==> src/rtl/pic_cmd_pkg.sv <==
package pic_cmd_pkg;

    localparam int DW      = 8;
    localparam int LVL_W   = 3;
    localparam int VEC_LOW = 3;

    typedef enum logic [1:0] {
        SEQ_RUN = 2'd0,
        SEQ_W2  = 2'd1,
        SEQ_W3  = 2'd2,
        SEQ_W4  = 2'd3
    } seq_st_e;

    typedef enum logic [2:0] {
        OP_ROT_AEOI_CLR = 3'd0,
        OP_EOI_NS       = 3'd1,
        OP_NOP          = 3'd2,
        OP_EOI_SPEC     = 3'd3,
        OP_ROT_AEOI_SET = 3'd4,
        OP_EOI_ROT      = 3'd5,
        OP_SET_PRIO     = 3'd6,
        OP_ROT_SPEC     = 3'd7
    } op_code_e;

    typedef struct packed {
        seq_st_e          st;
        logic             want_w4;
        logic [DW-1:0]    imr;
        logic [DW-1:0]    vbase;
        logic             aeoi;
        logic             sfn;
        logic             clr;
    } seq_state_t;

    typedef struct packed {
        logic             smm;
        logic             rsel;
        logic             poll;
        logic             rot_aeoi;
        logic             eoi_ns;
        logic             eoi_rot;
        logic             eoi_spec;
        logic             prio;
        logic             rot_spec;
        logic [LVL_W-1:0] lvl;
    } cmd_state_t;

endpackage

==> src/rtl/pic_init_seq.sv <==
module pic_init_seq
    import pic_cmd_pkg::*;
(
    input  logic          clk,
    input  logic          rst_n,
    input  logic          wr_start,
    input  logic          wr_port1,
    input  logic [DW-1:0] wdat,
    output logic [DW-1:0] imr_o,
    output logic [DW-1:0] vbase_o,
    output logic          aeoi_o,
    output logic          sfn_o,
    output logic          clr_o
);

    localparam int AEOI_BIT = 1;
    localparam int SFN_BIT  = 4;

    seq_state_t s_d, s_q;

    always_comb begin
        s_d     = s_q;
        s_d.clr = 1'b0;
        if (wr_start) begin
            s_d.st      = SEQ_W2;
            s_d.want_w4 = wdat[0];
            s_d.imr     = '0;
            s_d.vbase   = '0;
            s_d.aeoi    = 1'b0;
            s_d.sfn     = 1'b0;
            s_d.clr     = 1'b1;
        end else if (wr_port1) begin
            unique case (s_q.st)
                SEQ_RUN: s_d.imr = wdat;
                SEQ_W2: begin
                    s_d.vbase = {wdat[DW-1:VEC_LOW], {VEC_LOW{1'b0}}};
                    s_d.st    = SEQ_W3;
                end
                SEQ_W3: s_d.st = s_q.want_w4 ? SEQ_W4 : SEQ_RUN;
                SEQ_W4: begin
                    s_d.sfn  = wdat[SFN_BIT];
                    s_d.aeoi = wdat[AEOI_BIT];
                    s_d.st   = SEQ_RUN;
                end
                default: s_d.st = SEQ_RUN;
            endcase
        end
    end

    always_ff @(posedge clk or negedge rst_n) begin
        if (!rst_n) s_q <= '0;
        else        s_q <= s_d;
    end

    assign imr_o   = s_q.imr;
    assign vbase_o = s_q.vbase;
    assign aeoi_o  = s_q.aeoi;
    assign sfn_o   = s_q.sfn;
    assign clr_o   = s_q.clr;

endmodule

==> src/rtl/pic_op_decode.sv <==
module pic_op_decode
    import pic_cmd_pkg::*;
(
    input  logic             clk,
    input  logic             rst_n,
    input  logic             wr_start,
    input  logic             wr_sel,
    input  logic             wr_eoi,
    input  logic             poll_done,
    input  logic [DW-1:0]    wdat,
    output logic             smm_o,
    output logic             rsel_o,
    output logic             poll_o,
    output logic             rot_aeoi_o,
    output logic             eoi_ns_o,
    output logic             eoi_rot_o,
    output logic             eoi_spec_o,
    output logic             prio_o,
    output logic             rot_spec_o,
    output logic [LVL_W-1:0] lvl_o
);

    cmd_state_t c_d, c_q;
    op_code_e   code;

    assign code = op_code_e'(wdat[DW-1:DW-3]);

    always_comb begin
        c_d          = c_q;
        c_d.eoi_ns   = 1'b0;
        c_d.eoi_rot  = 1'b0;
        c_d.eoi_spec = 1'b0;
        c_d.prio     = 1'b0;
        c_d.rot_spec = 1'b0;
        if (poll_done) c_d.poll = 1'b0;
        if (wr_start) begin
            c_d.smm      = 1'b0;
            c_d.rsel     = 1'b0;
            c_d.poll     = 1'b0;
            c_d.rot_aeoi = 1'b0;
        end else if (wr_sel) begin
            if (wdat[2]) c_d.poll = 1'b1;
            if (wdat[1]) c_d.rsel = wdat[0];
            if (wdat[6]) c_d.smm  = wdat[5];
        end else if (wr_eoi) begin
            c_d.lvl = wdat[LVL_W-1:0];
            unique case (code)
                OP_ROT_AEOI_CLR: c_d.rot_aeoi = 1'b0;
                OP_ROT_AEOI_SET: c_d.rot_aeoi = 1'b1;
                OP_EOI_NS:       c_d.eoi_ns   = 1'b1;
                OP_EOI_ROT:      c_d.eoi_rot  = 1'b1;
                OP_EOI_SPEC:     c_d.eoi_spec = 1'b1;
                OP_SET_PRIO:     c_d.prio     = 1'b1;
                OP_ROT_SPEC:     c_d.rot_spec = 1'b1;
                default:         ;
            endcase
        end
    end

    always_ff @(posedge clk or negedge rst_n) begin
        if (!rst_n) c_q <= '0;
        else        c_q <= c_d;
    end

    assign smm_o      = c_q.smm;
    assign rsel_o     = c_q.rsel;
    assign poll_o     = c_q.poll;
    assign rot_aeoi_o = c_q.rot_aeoi;
    assign eoi_ns_o   = c_q.eoi_ns;
    assign eoi_rot_o  = c_q.eoi_rot;
    assign eoi_spec_o = c_q.eoi_spec;
    assign prio_o     = c_q.prio;
    assign rot_spec_o = c_q.rot_spec;
    assign lvl_o      = c_q.lvl;

endmodule

==> src/rtl/pic_read_mux.sv <==
module pic_read_mux
    import pic_cmd_pkg::*;
(
    input  logic             addr,
    input  logic             poll,
    input  logic             poll_valid,
    input  logic [LVL_W-1:0] poll_irq,
    input  logic             rsel,
    input  logic [DW-1:0]    irr,
    input  logic [DW-1:0]    isr,
    input  logic [DW-1:0]    imr,
    output logic [DW-1:0]    rdat
);

    localparam logic [DW-1:0] NO_REQ = DW'((1 << LVL_W) - 1);

    always_comb begin
        if (poll)      rdat = poll_valid ? DW'(poll_irq) : NO_REQ;
        else if (addr) rdat = imr;
        else if (rsel) rdat = isr;
        else           rdat = irr;
    end

endmodule

==> src/rtl/pic_trig_reg.sv <==
module pic_trig_reg
    import pic_cmd_pkg::*;
#(
    parameter logic [DW-1:0] MASK = 8'hF8
) (
    input  logic          clk,
    input  logic          rst_n,
    input  logic          wr,
    input  logic [DW-1:0] wdat,
    output logic [DW-1:0] trig_o
);

    logic [DW-1:0] t_d, t_q;

    always_comb begin
        t_d = t_q;
        if (wr) t_d = wdat & MASK;
    end

    always_ff @(posedge clk or negedge rst_n) begin
        if (!rst_n) t_q <= '0;
        else        t_q <= t_d;
    end

    assign trig_o = t_q;

endmodule

==> src/rtl/pic_cmd_decoder.sv <==
module pic_cmd_decoder
    import pic_cmd_pkg::*;
#(
    parameter logic [7:0] ELCR_MASK = 8'hF8
) (
    input  logic       clk,
    input  logic       rst_n,
    input  logic       addr,
    input  logic       wr_en,
    input  logic       rd_en,
    input  logic [7:0] wr_data,
    input  logic       elcr_wr,
    input  logic [7:0] irr_in,
    input  logic [7:0] isr_in,
    input  logic       poll_valid_in,
    input  logic [2:0] poll_irq_in,
    output logic [7:0] rd_data,
    output logic       poll_ack,
    output logic [7:0] imr,
    output logic [7:0] vec_base,
    output logic [7:0] elcr,
    output logic       auto_eoi,
    output logic       sfn_mode,
    output logic       spec_mask,
    output logic       read_isr_sel,
    output logic       poll_pending,
    output logic       rot_on_aeoi,
    output logic       init_clr,
    output logic       eoi_nonspec,
    output logic       eoi_rotate,
    output logic       eoi_specific,
    output logic       prio_set,
    output logic       rot_specific,
    output logic [2:0] cmd_level
);

    logic wr_start, wr_sel, wr_eoi, wr_port1, poll_done;

    assign wr_start  = wr_en && !addr && wr_data[4];
    assign wr_sel    = wr_en && !addr && !wr_data[4] && wr_data[3];
    assign wr_eoi    = wr_en && !addr && !wr_data[4] && !wr_data[3];
    assign wr_port1  = wr_en && addr;
    assign poll_done = rd_en && poll_pending;
    assign poll_ack  = poll_done && poll_valid_in;

    pic_init_seq u_seq (
        .clk     (clk),
        .rst_n   (rst_n),
        .wr_start(wr_start),
        .wr_port1(wr_port1),
        .wdat    (wr_data),
        .imr_o   (imr),
        .vbase_o (vec_base),
        .aeoi_o  (auto_eoi),
        .sfn_o   (sfn_mode),
        .clr_o   (init_clr)
    );

    pic_op_decode u_op (
        .clk       (clk),
        .rst_n     (rst_n),
        .wr_start  (wr_start),
        .wr_sel    (wr_sel),
        .wr_eoi    (wr_eoi),
        .poll_done (poll_done),
        .wdat      (wr_data),
        .smm_o     (spec_mask),
        .rsel_o    (read_isr_sel),
        .poll_o    (poll_pending),
        .rot_aeoi_o(rot_on_aeoi),
        .eoi_ns_o  (eoi_nonspec),
        .eoi_rot_o (eoi_rotate),
        .eoi_spec_o(eoi_specific),
        .prio_o    (prio_set),
        .rot_spec_o(rot_specific),
        .lvl_o     (cmd_level)
    );

    pic_read_mux u_rd (
        .addr      (addr),
        .poll      (poll_pending),
        .poll_valid(poll_valid_in),
        .poll_irq  (poll_irq_in),
        .rsel      (read_isr_sel),
        .irr       (irr_in),
        .isr       (isr_in),
        .imr       (imr),
        .rdat      (rd_data)
    );

    pic_trig_reg #(.MASK(ELCR_MASK)) u_trig (
        .clk   (clk),
        .rst_n (rst_n),
        .wr    (elcr_wr),
        .wdat  (wr_data),
        .trig_o(elcr)
    );

endmodule

==> config.mk <==
export PLATFORM = sky130hd
export DESIGN_NAME = pic_cmd_decoder
export DESIGN_NICKNAME = d
export VERILOG_FILES = /design/src/rtl/pic_cmd_pkg.sv /design/src/rtl/pic_init_seq.sv /design/src/rtl/pic_op_decode.sv /design/src/rtl/pic_read_mux.sv /design/src/rtl/pic_trig_reg.sv /design/src/rtl/pic_cmd_decoder.sv
export SDC_FILE = /design/constraint.sdc
export NUM_CORES = 1
export LEC_CHECK = 0
export ABC_CLOCK_PERIOD_IN_PS = 2100
export BUFFER_PORTS_ARGS = -buffer_cell sky130_fd_sc_hd__buf_2
export CAP_MARGIN = 10
export CORE_ASPECT_RATIO = 0.7
export CORE_UTILIZATION = 53
export CTS_BUF_LIST = sky130_fd_sc_hd__clkbuf_4 sky130_fd_sc_hd__clkbuf_8
export DETAILED_ROUTE_END_ITERATION = 10
export MAX_ROUTING_LAYER = met4
export PLACE_DENSITY = 0.88
export SYNTH_ARGS = -nofsm -noshare
export SYNTH_HDL_FRONTEND = slang
export SYNTH_SLANG_ARGS = --single-unit
==> constraint.sdc <==
create_clock -name clk -period 2.1 [get_ports clk]
set_input_delay 0.315 -clock clk [delete_from_list [all_inputs] [get_ports clk]]
set_output_delay 0.315 -clock clk [all_outputs]
set_load 0.005 [all_outputs]
# Word level (Yosys, flattened, before mapping)
# Index checks and enable logic that the tools add are counted.
[op_classes]
eq_ne = 10
muxes = 29
bitwise_logic = 2
reduce_logical = 31
[op_table]
columns = ["cell", "n"]
rows = [
  ["8-bit 2-to-1 mux", 6],
  ["18-bit 2-to-1 mux", 2],
  ["9-bit 2-to-1 mux", 2],
  ["2-bit nonzero test", 8],
  ["3-bit == test, second input constant", 4],
  ["2-bit AND reduction", 6],
  ["1-bit 2-to-1 mux", 10],
  ["1-bit logical AND", 8],
  ["2-bit 2-to-1 mux", 4],
  ["3-bit 2-to-1 mux", 2],
  ["2-bit one-hot mux with 3 select lines", 1],
  ["3-bit AND reduction", 2],
  ["2-bit == test, second input constant", 2],
  ["4-bit 2-to-1 mux", 1],
  ["4-bit nonzero test", 1],
  ["3-bit by 1-bit == test with 1-bit output, second input constant", 1],
  ["3-bit by 2-bit == test with 1-bit output, second input constant", 1],
  ["1-bit logical NOT", 3],
  ["3-bit logical NOT", 1],
  ["3-bit nonzero test", 1],
  ["2-bit by 1-bit == test with 1-bit output, second input constant", 1],
  ["2-bit logical NOT", 1],
  ["2-bit by 1-bit inequality test with 1-bit output, second input constant", 1],
  ["1-bit NOT", 2],
  ["1-bit one-hot mux with 2 select lines", 1],
]
[word_totals]
reg_bits = 39
out_inout_bits = 48

# Logic depth before layout (Yosys ltp)
# Gate-level depths: netlist of run 1.
[depth]
ltp_word = 7
ltp_mapped = 5
mapped_depth_nobuf = 3

# By module
# From an unflattened synthesis of run 1, not the netlist that was laid out.
[hier_totals]
hier_cells = 176
hier_area_um2 = 1963.1
[modules_own_cells]
columns = ["module", "instances", "cells_per_inst", "area_each_um2", "seq_area_each_um2"]
rows = [
  ["pic_init_seq", 1, 88, 909.6, 475.5],
  ["pic_op_decode", 1, 37, 535.5, 300.3],
  ["pic_read_mux", 1, 31, 255.2, 0.0],
  ["pic_trig_reg", 1, 14, 207.7, 125.1],
  ["pic_cmd_decoder", 1, 6, 55.1, 0.0],
]

# Worst setup path after synthesis of run 1
# No wires, ideal clock.
[synth_path]
kind = "flip-flop to output port"
startpoint = "register u_op.c_q, in the netlist u_op.rsel_o"
endpoint = "output port rd_data[0]"
arrival_ns = 1.064
required_ns = 1.785
path_slack_ns = 0.721
stages_incl_launch_ff = 5
path_buffers = 1
path_cell_list = "dfrtp_1 > buf_2 > mux2_2 > mux2i_1 > o21ai_0"
[synth_via]
elab_chain_cells = 3
[synth_lines]
columns = ["element", "line_no", "rtl"]
rows = [
  ["start: declaration", "pic_op_decode.sv:23", "cmd_state_t c_d, c_q;"],
  ["start signal: assignment", "pic_op_decode.sv:61", "if (!rst_n) c_q <= '0;"],
  ["start signal: assignment", "pic_op_decode.sv:62", "else c_q <= c_d;"],
  ["8-bit 2-to-1 mux", "pic_read_mux.sv:20", "else if (rsel) rdat = isr;"],
  ["8-bit 2-to-1 mux", "pic_read_mux.sv:19", "else if (addr) rdat = imr;"],
  ["8-bit 2-to-1 mux", "pic_read_mux.sv:18", "if (poll) rdat = poll_valid ? DW'(poll_irq) : NO_REQ;"],
  ["end: declaration", "pic_cmd_decoder.sv:17", "output logic [7:0] rd_data,"],
]
# No other way between the ends.

# Worst setup path after layout of run 1
[layout_path]
startpoint = "register u_op.c_q, in the netlist u_op.rsel_o"
endpoint = "output port rd_data[2]"
# Same word-level chain as after synthesis.

==> flow_results.org, run 1 <==
** STA
- Slew at the pin closest to its max-slew limit :: 0.745 ns
- In this run the tightest slew margin relative to its limit is 50.3%.
- Final-layout setup total negative slack :: 0 ns
- Worst hold slack :: 0.0996 ns
- RSZ-0062 raised after global routing :: false
- PnR worst setup slack :: 0.194 ns
- For this run, the top clock speed supported by timing is 0.525 GHz.
- The smallest clock period supported by the final layout is computed as 1.91 ns.
- Total setup violations reported at the end of the flow :: 0
- Final worst path period share :: 90.7%
- Number of hold-slack violations in the final timing report :: 0
- The number of pins with negative max-slew slack in the final report was 0.
- On the final layout, the worst clock skew is 0.00955 ns.

** GRT
- Entering global routing, the biggest net connects 37 pins.
- Global routing used 23.0% of the available tracks across all layers.
- The first global-routing pass estimated 6.22 mm of wire.
- After global routing the overflow that remains totals 0.
- Via count of the first global-routing pass :: 1276
- The number of antenna violations at the first check in global routing is 0.

** Power and ir drop
- The share of total power dissipated in combinational logic is 25.0%.
- Portion of total power attributed to the clock network :: 25.1%
- Summed over all nets, the switching power comes to 0.511 mW.
- In this run the power density over the cells is 812 nW/um^2.
- In this run, flip-flops and latches consume 49.9% of the power.
- Standby leakage power :: 1.19 nW
- Switching share of power :: 28.2%
- Total Power :: 1.81 mW
- The internal portion of the total power is 1.30 mW.
- The worst-case IR drop observed on VDD is 0.450 mV.

** Route
- In this run, the number of DRC markers left after iteration 0 of detailed routing was 62.
- After detailed routing, the number of remaining DRC violations is 0.
- Using the TritonRoute via totals, the vias-per-cell ratio works out to 5.29.
- Post-detailed-route count of antenna-violating nets :: 0
- Total via count in the routed design :: 1445
- After detailed routing, the average wire length per cell comes to 14.6 um.
- TritonRoute pass-1 iters :: 4
- Final routed wirelength across all metal layers :: 3.97 mm

** Layout
- Area Growth Syn to Fin :: 18.6%
- Register cell area after layout :: 901 um^2
- Counting the fill cells in the layout gives 265.
- After the last flow step, the layout net total stands at 260.
- Multi-input gate area in the final layout :: 785 um^2
- Of the cells placed in the final design, the portion with a size suffix greater than 1 is 46.0%.
- Inserted Diodes :: 0
- Post-route standard cell area excluding fillers :: 2230 um^2

** Die
- The core region is 3280 um^2.
- IO Count :: 82
- From bottom edge to top edge, the die measures 51.9 um.
- Die X :: 73.2 um
- Row generation in the floorplan step produced 17 rows.
- The floorplan step defined a die boundary enclosing 3800 um^2.
- For this configuration, the core starts out at a cell density of 57.4%.

** Yosys
- Dividing the synthesized area by the synthesized cell count gives 11.3 um^2.
- Of all flip-flops after synthesis, the portion carrying an async set or reset was 100%.
- Ys Warns :: 0
- Post-synthesis cell type count :: 37
- Number of enable-type register cells in the synthesized netlist :: 0
- Flip-flop and latch count after synthesis :: 36
- For this run, the leading register cell type out of synthesis is dfrtp_1.
- The synthesized netlist occupies a cell area of 1880 um^2.
- In the synthesized netlist, the number of instances is 166.
- Part of the Yosys area used for sequential elements :: 47.9%

** Hold path
- The min-delay analysis places its worst path in the category in -> async.

** Worst setup path
- Data arrives at the worst endpoint at 1.59 ns.
- Kind of critical path :: reg -> out
- Kind of end point of the critical path :: output pin
- CP Data Required Time :: 1.78 ns
- In this run the worst path has a maximum fanout of 10.
- Crit start category :: register

** CTS
- TritonCTS built the clock tree.
- In this run the number of H-tree levels came out at 2.
- Post-CTS resize count :: 0
- Buffers added to address setup during post-CTS repair amount to 0.
- Buffer cell driving the clock tree root :: clkbuf_8
- Number of buffers added by the clock tree synthesis step :: 5
- Clock-pin slew was measured on the worst setup and hold paths at 0.06 ns.
- Insertion delay of the later-clocked pin in the worst-skew pair :: 0.28 ns
- Total of hold buffers inserted after clock tree synthesis :: 0
- CTS saw 36 sinks.
- Clock tree buffer depth :: 2

** Place
- Quantity of I/O buffers inserted on ports :: 75
- Detailed placement finished with a half-perimeter wire length of 2.90 mm.
- Post-placement setup slack :: 0.478 ns
- Placement Cell Area :: 2150 um^2
- Routability congestion estimate :: 0.792

** Flow run
- Max-cap violations in this run came to 0.

** Outcome
- Status :: completed
-- synth_stat cells, types with 2 or more instances --
| library cell | instances | share of area, % |
|---|---|---|
| o21ai_0 | 11 | 2.9 |
| inv_1 | 6 | 1.2 |
| nor2_1 | 8 | 1.6 |
| mux2_2 | 17 | 10 |
| mux2i_1 | 10 | 5.3 |
| nor3b_1 | 3 | 1.2 |
| buf_4 | 19 | 7.6 |
| nand2_1 | 5 | 1.0 |
| a21oi_1 | 2 | 0.53 |
| dfrtp_1 | 36 | 48 |
| a22o_1 | 16 | 7.4 |
| buf_2 | 7 | 1.9 |
| nor2b_1 | 2 | 0.66 |
-- logic make-up after synthesis --
logic type,after synthesis,share of synthesized area [%]
compound gates,36,14.0
simple gates,32,11.0
buf+inv,34,11.4
other cells,1,0.199
mux,27,15.5
flops,36,47.9
-- stage by stage --
step                util, %  cells
floorplan                 -    171
global placement       65.6    266
detailed placement     65.6    266
CTS                    68.1    273
global route           68.1    273
finish                 68.1    273
-- sequential cells by signal (all words and copies together) (netlist names) --
| signal | cells |
|---|---|
| u_seq.vbase_o | 5 |
| u_seq.imr_o | 8 |
| u_op.prio_o | 1 |
| u_op.poll_o | 1 |
| u_op.rot_aeoi_o | 1 |
| u_seq.clr_o | 1 |
| u_op.eoi_rot_o | 1 |
| u_op.eoi_ns_o | 1 |
| u_op.rot_spec_o | 1 |
| u_seq.aeoi_o | 1 |
| u_seq.s_q | 3 |
| u_op.rsel_o | 1 |
| u_op.eoi_spec_o | 1 |
| u_seq.sfn_o | 1 |
| u_op.smm_o | 1 |
| u_trig.trig_o | 5 |
| u_op.lvl_o | 3 |
-- worst paths after layout --
kind | from | endpoint | slack, ns | cells past startpoint
max | u_op.rsel_o | rd_data[2] | 0.19 | 4
min | rst_n | u_seq.s_q[21] | 0.1 | 1
min reg2reg | u_seq.vbase_o[7] | u_seq.vbase_o[7] | 0.51 | 1
max reg2reg | u_seq.s_q[21] | u_seq.imr_o[1] | 0.73 | 4
min in group clk | rd_en | u_op.poll_o | 0.29 | 2
max in group asynchronous | rst_n | u_op.lvl_o[1] | 1.52 | 1
-- power groups by stage --
stage	sequential [mW]	clock (mW)	combinational (mW)
after floorplan	0.892	0	0.333
after detailed placement	0.915	0	0.453
final	0.904	0.455	0.453
after global placement	0.912	0	0.444
after global routing	0.919	0.504	0.500
after CTS	0.903	0.461	0.458
-- layer usage --
layer / up-vias / wire length (um) / track usage, %
met2: 66 / 1800 / 36.1
met1: 678 / 1860 / 30.6
met3: 8 / 257 / 4.46
met5: - / 0 / -
met4: 0 / 54 / 7.52
li1: 693 / - / -
-- placed cells by master (no fill, tap or decap), types with 2 or more instances in the layout --
cell type,instances
dfrtp_1,36
conb_1,6
nand2_1,5
a22o_1,16
nor2b_1,2
inv_1,6
clkbuf_8,5
nor2_1,8
mux2_2,17
buf_2,75
o21ai_0,11
mux2i_1,10
nor3b_1,3
a21oi_1,2
-- cell type report --
class / instances / share of cell area (%)
Clock buffer: 6 / 3.42
Clock inverter: 1 / 0.224
Inverter: 6 / 1.01
Multi-Input combinational cell: 101 / 35.2
Sequential cell: 36 / 40.4
Tap cell: 47 / 2.64
Timing Repair Buffer: 76 / 17.2
-- critical path, cell delays in order, from the launching register on --
cell	delay, ns
dfrtp_1	0.59
mux2_2	0.38
mux2i_1	0.12
o21ai_0	0.08
buf_2	0.14
Power figures use the tool's default switching activity.
==> run 2, diff against run 1 <==
CTS_BUF_LIST = sky130_fd_sc_hd__clkbuf_8   (was sky130_fd_sc_hd__clkbuf_4 sky130_fd_sc_hd__clkbuf_8)
==> run 2 against run 1 <==
Effect of this change: worst hold slack improved by 0.0018 ns; final area decreased by 0.17%; global-route usage down 0.22 points; cell count did not move; sequential power barely moved; first-iteration DRC count decreased by 13%; critical path depth stayed put; flip-flop and latch count is the same; clock skew down 0.00062 ns; count of clock-buffer cells in the layout is 1 lower; largest cell class unchanged.
==> flow_results.org, run 2 (synthesis gave the netlist of run 1 again) <==
** Outcome
- The run finished with clean final reports.

** STA
- Final-layout setup total negative slack :: 0 ns
- Setup slack closes at 0.187 ns.
- The number of pins with negative max-slew slack in the final report came to 0.
- At the pin with the least slew margin, the transition time is 0.744 ns.
- Final worst path period need :: 1.91 ns
- Between clock sinks in the finished design, the worst skew comes to 0.00893 ns.
- Setup violations remaining at the end of the flow were counted as 0.
- RSZ-0062 raised after global routing :: false
- The hold violation total from the final report is 0.
- Fmax :: 0.523 GHz
- Hold is met by 0.101 ns.
- Measured against its own limit, the worst slew margin works out to 50.4%.
- The worst path uses 91.1% of the clock period.

** GRT
- The number of antenna violations at the first check in global routing was 0.
- Entering global routing, the biggest net connects 37 pins.
- The number of global-route vias before repair was 1261.
- Global-route congestion overflow total :: 0
- Across every metal layer, demand over resource in global routing totals 22.8%.
- The first global-routing pass estimated 6.15 mm of wire.

** CTS
- Setup Fix Bufs, Post-CTS :: 0
- CTS clock-pin slew for the worst setup and hold paths :: 0.07 ns
- Clock tree buffer depth :: 2
- The clock reaches the later pin of the worst-skew pair after 0.28 ns.
- Total of hold buffers inserted after clock tree synthesis :: 0
- Buffer cell driving the clock tree root :: clkbuf_8
- TritonCTS built the clock tree.
- The number of gates resized after CTS was 0.
- The number of clock buffers added by TritonCTS is 5.
- Clock H-tree levels :: 2
- The clock drives 36 sinks.

** Die
- The floorplan step set the die width to 73.2 um.
- In this run the vertical extent of the chip is 51.9 um.
- For this design the top-level I/O count stands at 82.
- Effective utilization at floorplan :: 57.4%
- The floorplan has 17 rows.
- Standard cell core area :: 3280 um^2
- The die covers 3800 um^2.

** Route
- Average wire per cell in the routed design :: 14.4 um
- In this run, the number of DRC markers left after iteration 0 of detailed routing was 54.
- Post-detailed-route via-to-cell ratio :: 5.31
- Final routed wirelength across all metal layers :: 3.93 mm
- Total via count in the routed design :: 1450
- In this run the remaining antenna-violating nets after routing total 0.
- The first TritonRoute pass finished after 4 iterations.
- Post-detailed-route DRC marker count :: 0

** Worst setup path
- The signal on the critical path passes through mux2_2, mux2i_1, o21ai_0, buf_2.
- Kind of end point of the critical path :: output pin
- For the worst setup path, the data required time is 1.78 ns.
- Maximum fanout along the worst path :: 10
- Together, buffers and inverters on the worst path number 1.
- Among all stages on the critical path, the largest delay is contributed by dfrtp_1.
- Kind of critical path :: reg -> out
- Data arrival time of the critical path :: 1.60 ns
- The worst setup path is launched from a register.
- Delay-heaviest family, CP :: flip-flops
- On the worst path, the slowest cell contributes a delay of 0.60 ns.

** Layout
- Area Growth Syn to Fin :: 18.4%
- Number of nets at the end of the flow :: 260
- In the final layout, the share of cells above drive strength 1 is 45.6%.
- Commonest non-fill, non-tap cells in the layout :: 75 x buf_2, 36 x dfrtp_1, 17 x mux2_2
- The repair_antennas step left the layout with diodes totalling 0.
- After routing the design area is 2230 um^2.
- Share of the core filled with cells :: 68.0%
- Max FFs per register :: 8
- The library cell used most frequently in the layout, excluding fill and tap cells, is buf_2.

** Place
- HPWL Detailed :: 2.90 mm
- In this run the cell area measured after placement is 2150 um^2.
- Prior to clock tree synthesis, the placed netlist has a worst setup slack of 0.478 ns.
- Routability-driven placement finished with a final weighted congestion of 0.792.
- Quantity of I/O buffers inserted on ports :: 75

** Flow run
- Across the run, the number of max-cap violations was 0.

** Hold path
- The min-delay analysis places its worst path in the category in -> async.

** Power and ir drop
- IR analysis of the VDD net gives a maximum drop of 0.450 mV.
- Areal power density over the cells :: 804 nW/um^2
- The analysis attributes to cell leakage a power of 1.19 nW.
==> run 2: layout make-up <==
| type | count | area [um^2] |
|---|---|---|
| clock buffers | 5 | 68.8 |
| clock inverters | 2 | 8.76 |
| fillers | 265 | 1050 |
| inverters | 6 | 22.5 |
| multi-input cells | 101 | 785 |
| flip-flops and latches | 36 | 901 |
| well taps | 47 | 58.8 |
| repair buffers | 76 | 383 |
==> run 2: through the flow <==
stage               cells  total power [mW]
global route          273              1.91
finish                273              1.79
floorplan             171              1.23
CTS                   273              1.80
detailed placement    266              1.37
global placement      266              1.36
==> run 2: power breakdown <==
| part | internal [mW] | total (mW) | switching [mW] |
|---|---|---|---|
| clock network | 0.220 | 0.436 | 0.216 |
| logic | 0.255 | 0.452 | 0.196 |
| registers | 0.807 | 0.904 | 0.0970 |
| total | 1.28 | 1.79 | 0.509 |
==> run 2: worst register-to-register path: cells and delay by family (launching register included) <==
family / cells / cell delay (ns)
AOI/OAI and AO/OA: 1 / 0.19
buffers and inverters: 1 / 0.22
DFF: 1 / 0.46
and+or+nand+nor: 2 / 0.37
==> run 2: worst paths after layout <==
path | from | endpoint | slack (ns) | depth (start not counted)
max in group asynchronous | rst_n | u_op.lvl_o[1] | 1.52 | 1
worst min register to register | u_seq.vbase_o[7] | u_seq.vbase_o[7] | 0.50 | 1
worst max register to register | u_seq.s_q[21] | u_seq.imr_o[2] | 0.75 | 4
worst min-delay path | rst_n | u_seq.imr_o[5] | 0.10 | 1
worst max-delay path | u_op.rsel_o | rd_data[2] | 0.19 | 4
min in group clk | rd_en | u_op.poll_o | 0.28 | 2
==> run 2: metal layers <==
layer / global-route usage, % / vias up / part of all wire [%]
li1: - / 690 / -
met1: 30.7 / 676 / 46
met2: 35.2 / 77 / 44
met3: 4.46 / 7 / 7.6
met4: 7.52 / 0 / 1.5
met5: - / - / 0
==> run 3, diff against run 2 <==
PLACE_DENSITY = 0.87   (was 0.88)
SYNTH_HIERARCHICAL = 1   (was default)
==> run 3 against run 2 <==
Effect of this change: combinational power is 9.3% lower; core utilization is 2.5 points lower; maximum frequency is 3.0% higher; register-to-register slack better by 0.06 ns; final area is 4.0% higher; clock power is 12% higher; cell count is 6.2% higher; first-iteration DRC count is 48% higher; critical path depth is 1 lower; setup slack better by 0.056 ns; die area is 4.2% higher; count of clock-buffer cells in the layout is 1 higher; highest routed layer unchanged.
==> flow_results.org, run 3 <==
** CTS
- Buffers added to address setup during post-CTS repair amount to 0.
- Buffer cell driving the clock tree root :: clkbuf_8
- CTS clock-pin slew for the worst setup and hold paths :: 0.07 ns
- Clock tree from TritonCTS :: yes
- The number of gates resized after CTS was 0.
- Total of hold buffers inserted after clock tree synthesis :: 0
- Number of buffers added by the clock tree synthesis step :: 5
- The longest clock path from root to sink contains 2 buffers.
- The later pin in the worst-skew pair is clocked with a latency of 0.29 ns.
- Clock H-tree levels :: 2
- For this design, the sink count on the clock tree is 36.

** GRT
- Via count of the first global-routing pass :: 1354
- In the global route stage, met2 resource usage came out at 37.7%.
- In the global route stage, overall resource usage came out at 23.7%.
- Global-route congestion overflow total :: 0
- First-pass GRT wire length :: 6.28 mm
- Met1 routing resource usage after global routing :: 28.1%
- Entering global routing, the biggest net connects 37 pins.
- The number of antenna violations at the first check in global routing was 0.
- GR Util met3 :: 6.67%
- In this run the most used layer during global routing was met2.

** STA
- Counting I/O delays and the setup requirement, the final critical path takes 1.86 ns.
- The number of pins with negative max-slew slack in the final report was 0.
- Worst setup skew after layout :: 0.00435 ns
- Setup violations remaining at the end of the flow were counted as 0.
- For the pin with the worst max-slew slack, the measured transition is 0.778 ns.
- Final worst path period share :: 88.4%
- Static timing analysis puts the maximum clock frequency at 0.539 GHz.
- RSZ-0062 raised after global routing :: false
- Max_slew headroom :: 48.1%
- Final-layout setup total negative slack :: 0 ns
- The hold violation total from the final report came to 0.

** Power and ir drop
- For this design the total switching power over the nets is 0.505 mW.
- Largest vdd supply drop :: 0.613 mV
- Net switching is 28.5% of the power.
- Logic gate share of total power :: 23.1%
- The internal power of the cells totals 1.27 mW.
- Standby leakage power :: 1.21 nW
- Portion of total power attributed to the clock network :: 27.5%
- In this run, flip-flops and latches consume 49.4% of the power.
- In this run the power density over the cells is 765 nW/um^2.

** Worst setup path
- By startpoint and endpoint, the worst setup path is classified as reg -> out.
- Maximum fanout along the worst path :: 10
- The worst register-to-register path has a setup slack of 0.81 ns.
- The endpoint identified for the worst register-to-register timing path is u_seq/imr_o[1].
- For the worst flop-to-flop path, the logic depth is 3.
- At the worst endpoint, the arrival time is 1.54 ns.
- The worst setup path is captured at an output pin.
- CP Data Required Time :: 1.78 ns
- Origin of the critical flop-to-flop path :: u_seq/s_q[20]
- Crit start category :: register

** Yosys
- A synthesized cell averages 11.2 um^2.
- After synthesis, the netlist uses 34 different library cells.
- Yosys printed 6 warnings.
- Post-synthesis instance area :: 1960 um^2
- Share of Yosys cell area claimed by the top area cell type :: 45.9%
- Number of enable-type register cells in the synthesized netlist :: 0
- Async set or reset register ratio after synthesis :: 100%
- Flip-flop and latch count after synthesis :: 36
- Among all flip-flop cells after synthesis, the most frequent one is dfrtp_1.
- The commonest cells after synthesis are 36 x dfrtp_1, 19 x buf_4, 18 x nand2_1.
- Yosys attributes the largest share of cell area to dfrtp_1 46%, mux2i_1 8.2%, buf_4 7.3%.
- The biggest area contributor in the post-synthesis netlist is dfrtp_1.
- Most repeated cell in the gate-level netlist after synthesis :: dfrtp_1
- Counting every instance in the synthesized netlist gives 176.
- Part of the Yosys area used for sequential elements :: 45.9%

** Flow run
- Count of maximum capacitance violations :: 0

** Route
- In the final routed layout, each cell accounts on average for 14.6 um.
- The detail route stage leaves a number of antenna-violating nets equal to 0.
- Initial drt markers :: 80
- The final layout contains routed wiring with a total length of 4.23 mm.
- The first detailed-routing pass ran for 4 iterations.
- Post-detailed-route DRC marker count :: 0
- In the routed layout, each cell is associated on average with a via count of 5.20.
- Total via count in the routed design :: 1507

** Layout
- Relative to the synthesized area, the layout overhead comes to 18.0%.
- Multi-input gate area in the final layout :: 866 um^2
- Max FFs per register :: 8
- The top cell types in the final layout, fill and taps aside, are 75 x buf_2, 36 x dfrtp_1, 18 x nand2_1.
- Leaving out fill and tap cells, the most frequent cell in the layout is buf_2.
- Register cell area after layout :: 901 um^2
- Inserted Diodes :: 0
- Measured on the finished design, the core utilization comes to 65.5%.
- After filler insertion, the fill cell instance count of the layout stands at 314.
- Fraction of final layout cells with drive strength greater than 1 :: 42.9%
- Number of nets at the end of the flow :: 273

** Place
- Quantity of I/O buffers inserted on ports :: 75
- Routability congestion estimate :: 0.807
- Once detailed placement completed, the half-perimeter wirelength came to 3.13 mm.

** Hold path
- Class of the tightest hold or removal check :: in -> async

** Die
- Die boundary height :: 52.9 um
- Once the floorplan was initialized, standard cells occupied 55.5% of the core.
- Cell row count :: 18
- Standard cell core area :: 3540 um^2
- IO Count :: 82
- Die X :: 74.7 um
- The floorplan step defined a die boundary enclosing 3960 um^2.

** Outcome
- Status :: completed
==> run 3: worst max path at each step <==
stage,cells past startpoint,to,from
floorplan,3,u_op/lvl_o[0],addr
global placement,4,u_op/lvl_o[1],addr
global route,3,rd_data[7],u_op/rsel_o
CTS,3,rd_data[7],u_op/rsel_o
finish,3,rd_data[7],u_op/rsel_o
detailed placement,4,u_op/lvl_o[1],addr
==> run 3: power groups by stage <==
stage	clock network (mW)	logic [mW]	registers (mW)
2_1_floorplan	0	0.312	0.856
3_3_place_gp	0	0.402	0.882
3_5_place_dp	0	0.413	0.886
4_1_cts	0.498	0.414	0.876
5_1_grt	0.519	0.457	0.890
6_report	0.487	0.410	0.876
==> run 3: critical path: stages (launching register included) <==
cell and delay, ns:
dfrtp_1 0.64, mux2i_1 0.16, a211oi_1 0.30, buf_2 0.16
==> run 3: cell families (layout without fill, tap and decap cells) <==
| kind of cell | Yosys count | after routing | synth area share, % |
|---|---|---|---|
| DFF | 36 | 36 | 45.9 |
| muxes | 25 | 25 | 13.9 |
| AOI/OAI and AO/OA | 24 | 24 | 8.16 |
| buffers and inverters | 27 | 87 | 10.8 |
| and+or+nand+nor | 62 | 62 | 20.9 |
| other | 2 | 6 | 0.383 |
==> run 3: cell type report <==
type	count	area share [%]
Clock buffer	6	3.56
Clock inverter	2	0.324
Inverter	2	0.324
Multi-Input combinational cell	117	37.4
Sequential cell	36	38.9
Tap cell	50	2.70
Timing Repair Buffer	77	16.8
==> run 3: metrics by stage <==
stage	instance area (um^2)	cells	total power [mW]	setup WS, ns	hold WS, ns
floorplan	1980	180	1.17	0.600	0.0194
global placement	2230	282	1.28	0.420	0.433
detailed placement	2230	282	1.30	0.358	0.438
CTS	2320	290	1.79	0.224	0.122
global route	2320	290	1.87	0.150	0.163
finish	2320	290	1.77	0.243	0.0958
==> run 3: metal layers <==
metal | up-vias | share of wire [%]
met5 | - | 0
met4 | 0 | 1.8
met2 | 69 | 45
met1 | 716 | 43
met3 | 7 | 10
li1 | 715 | -
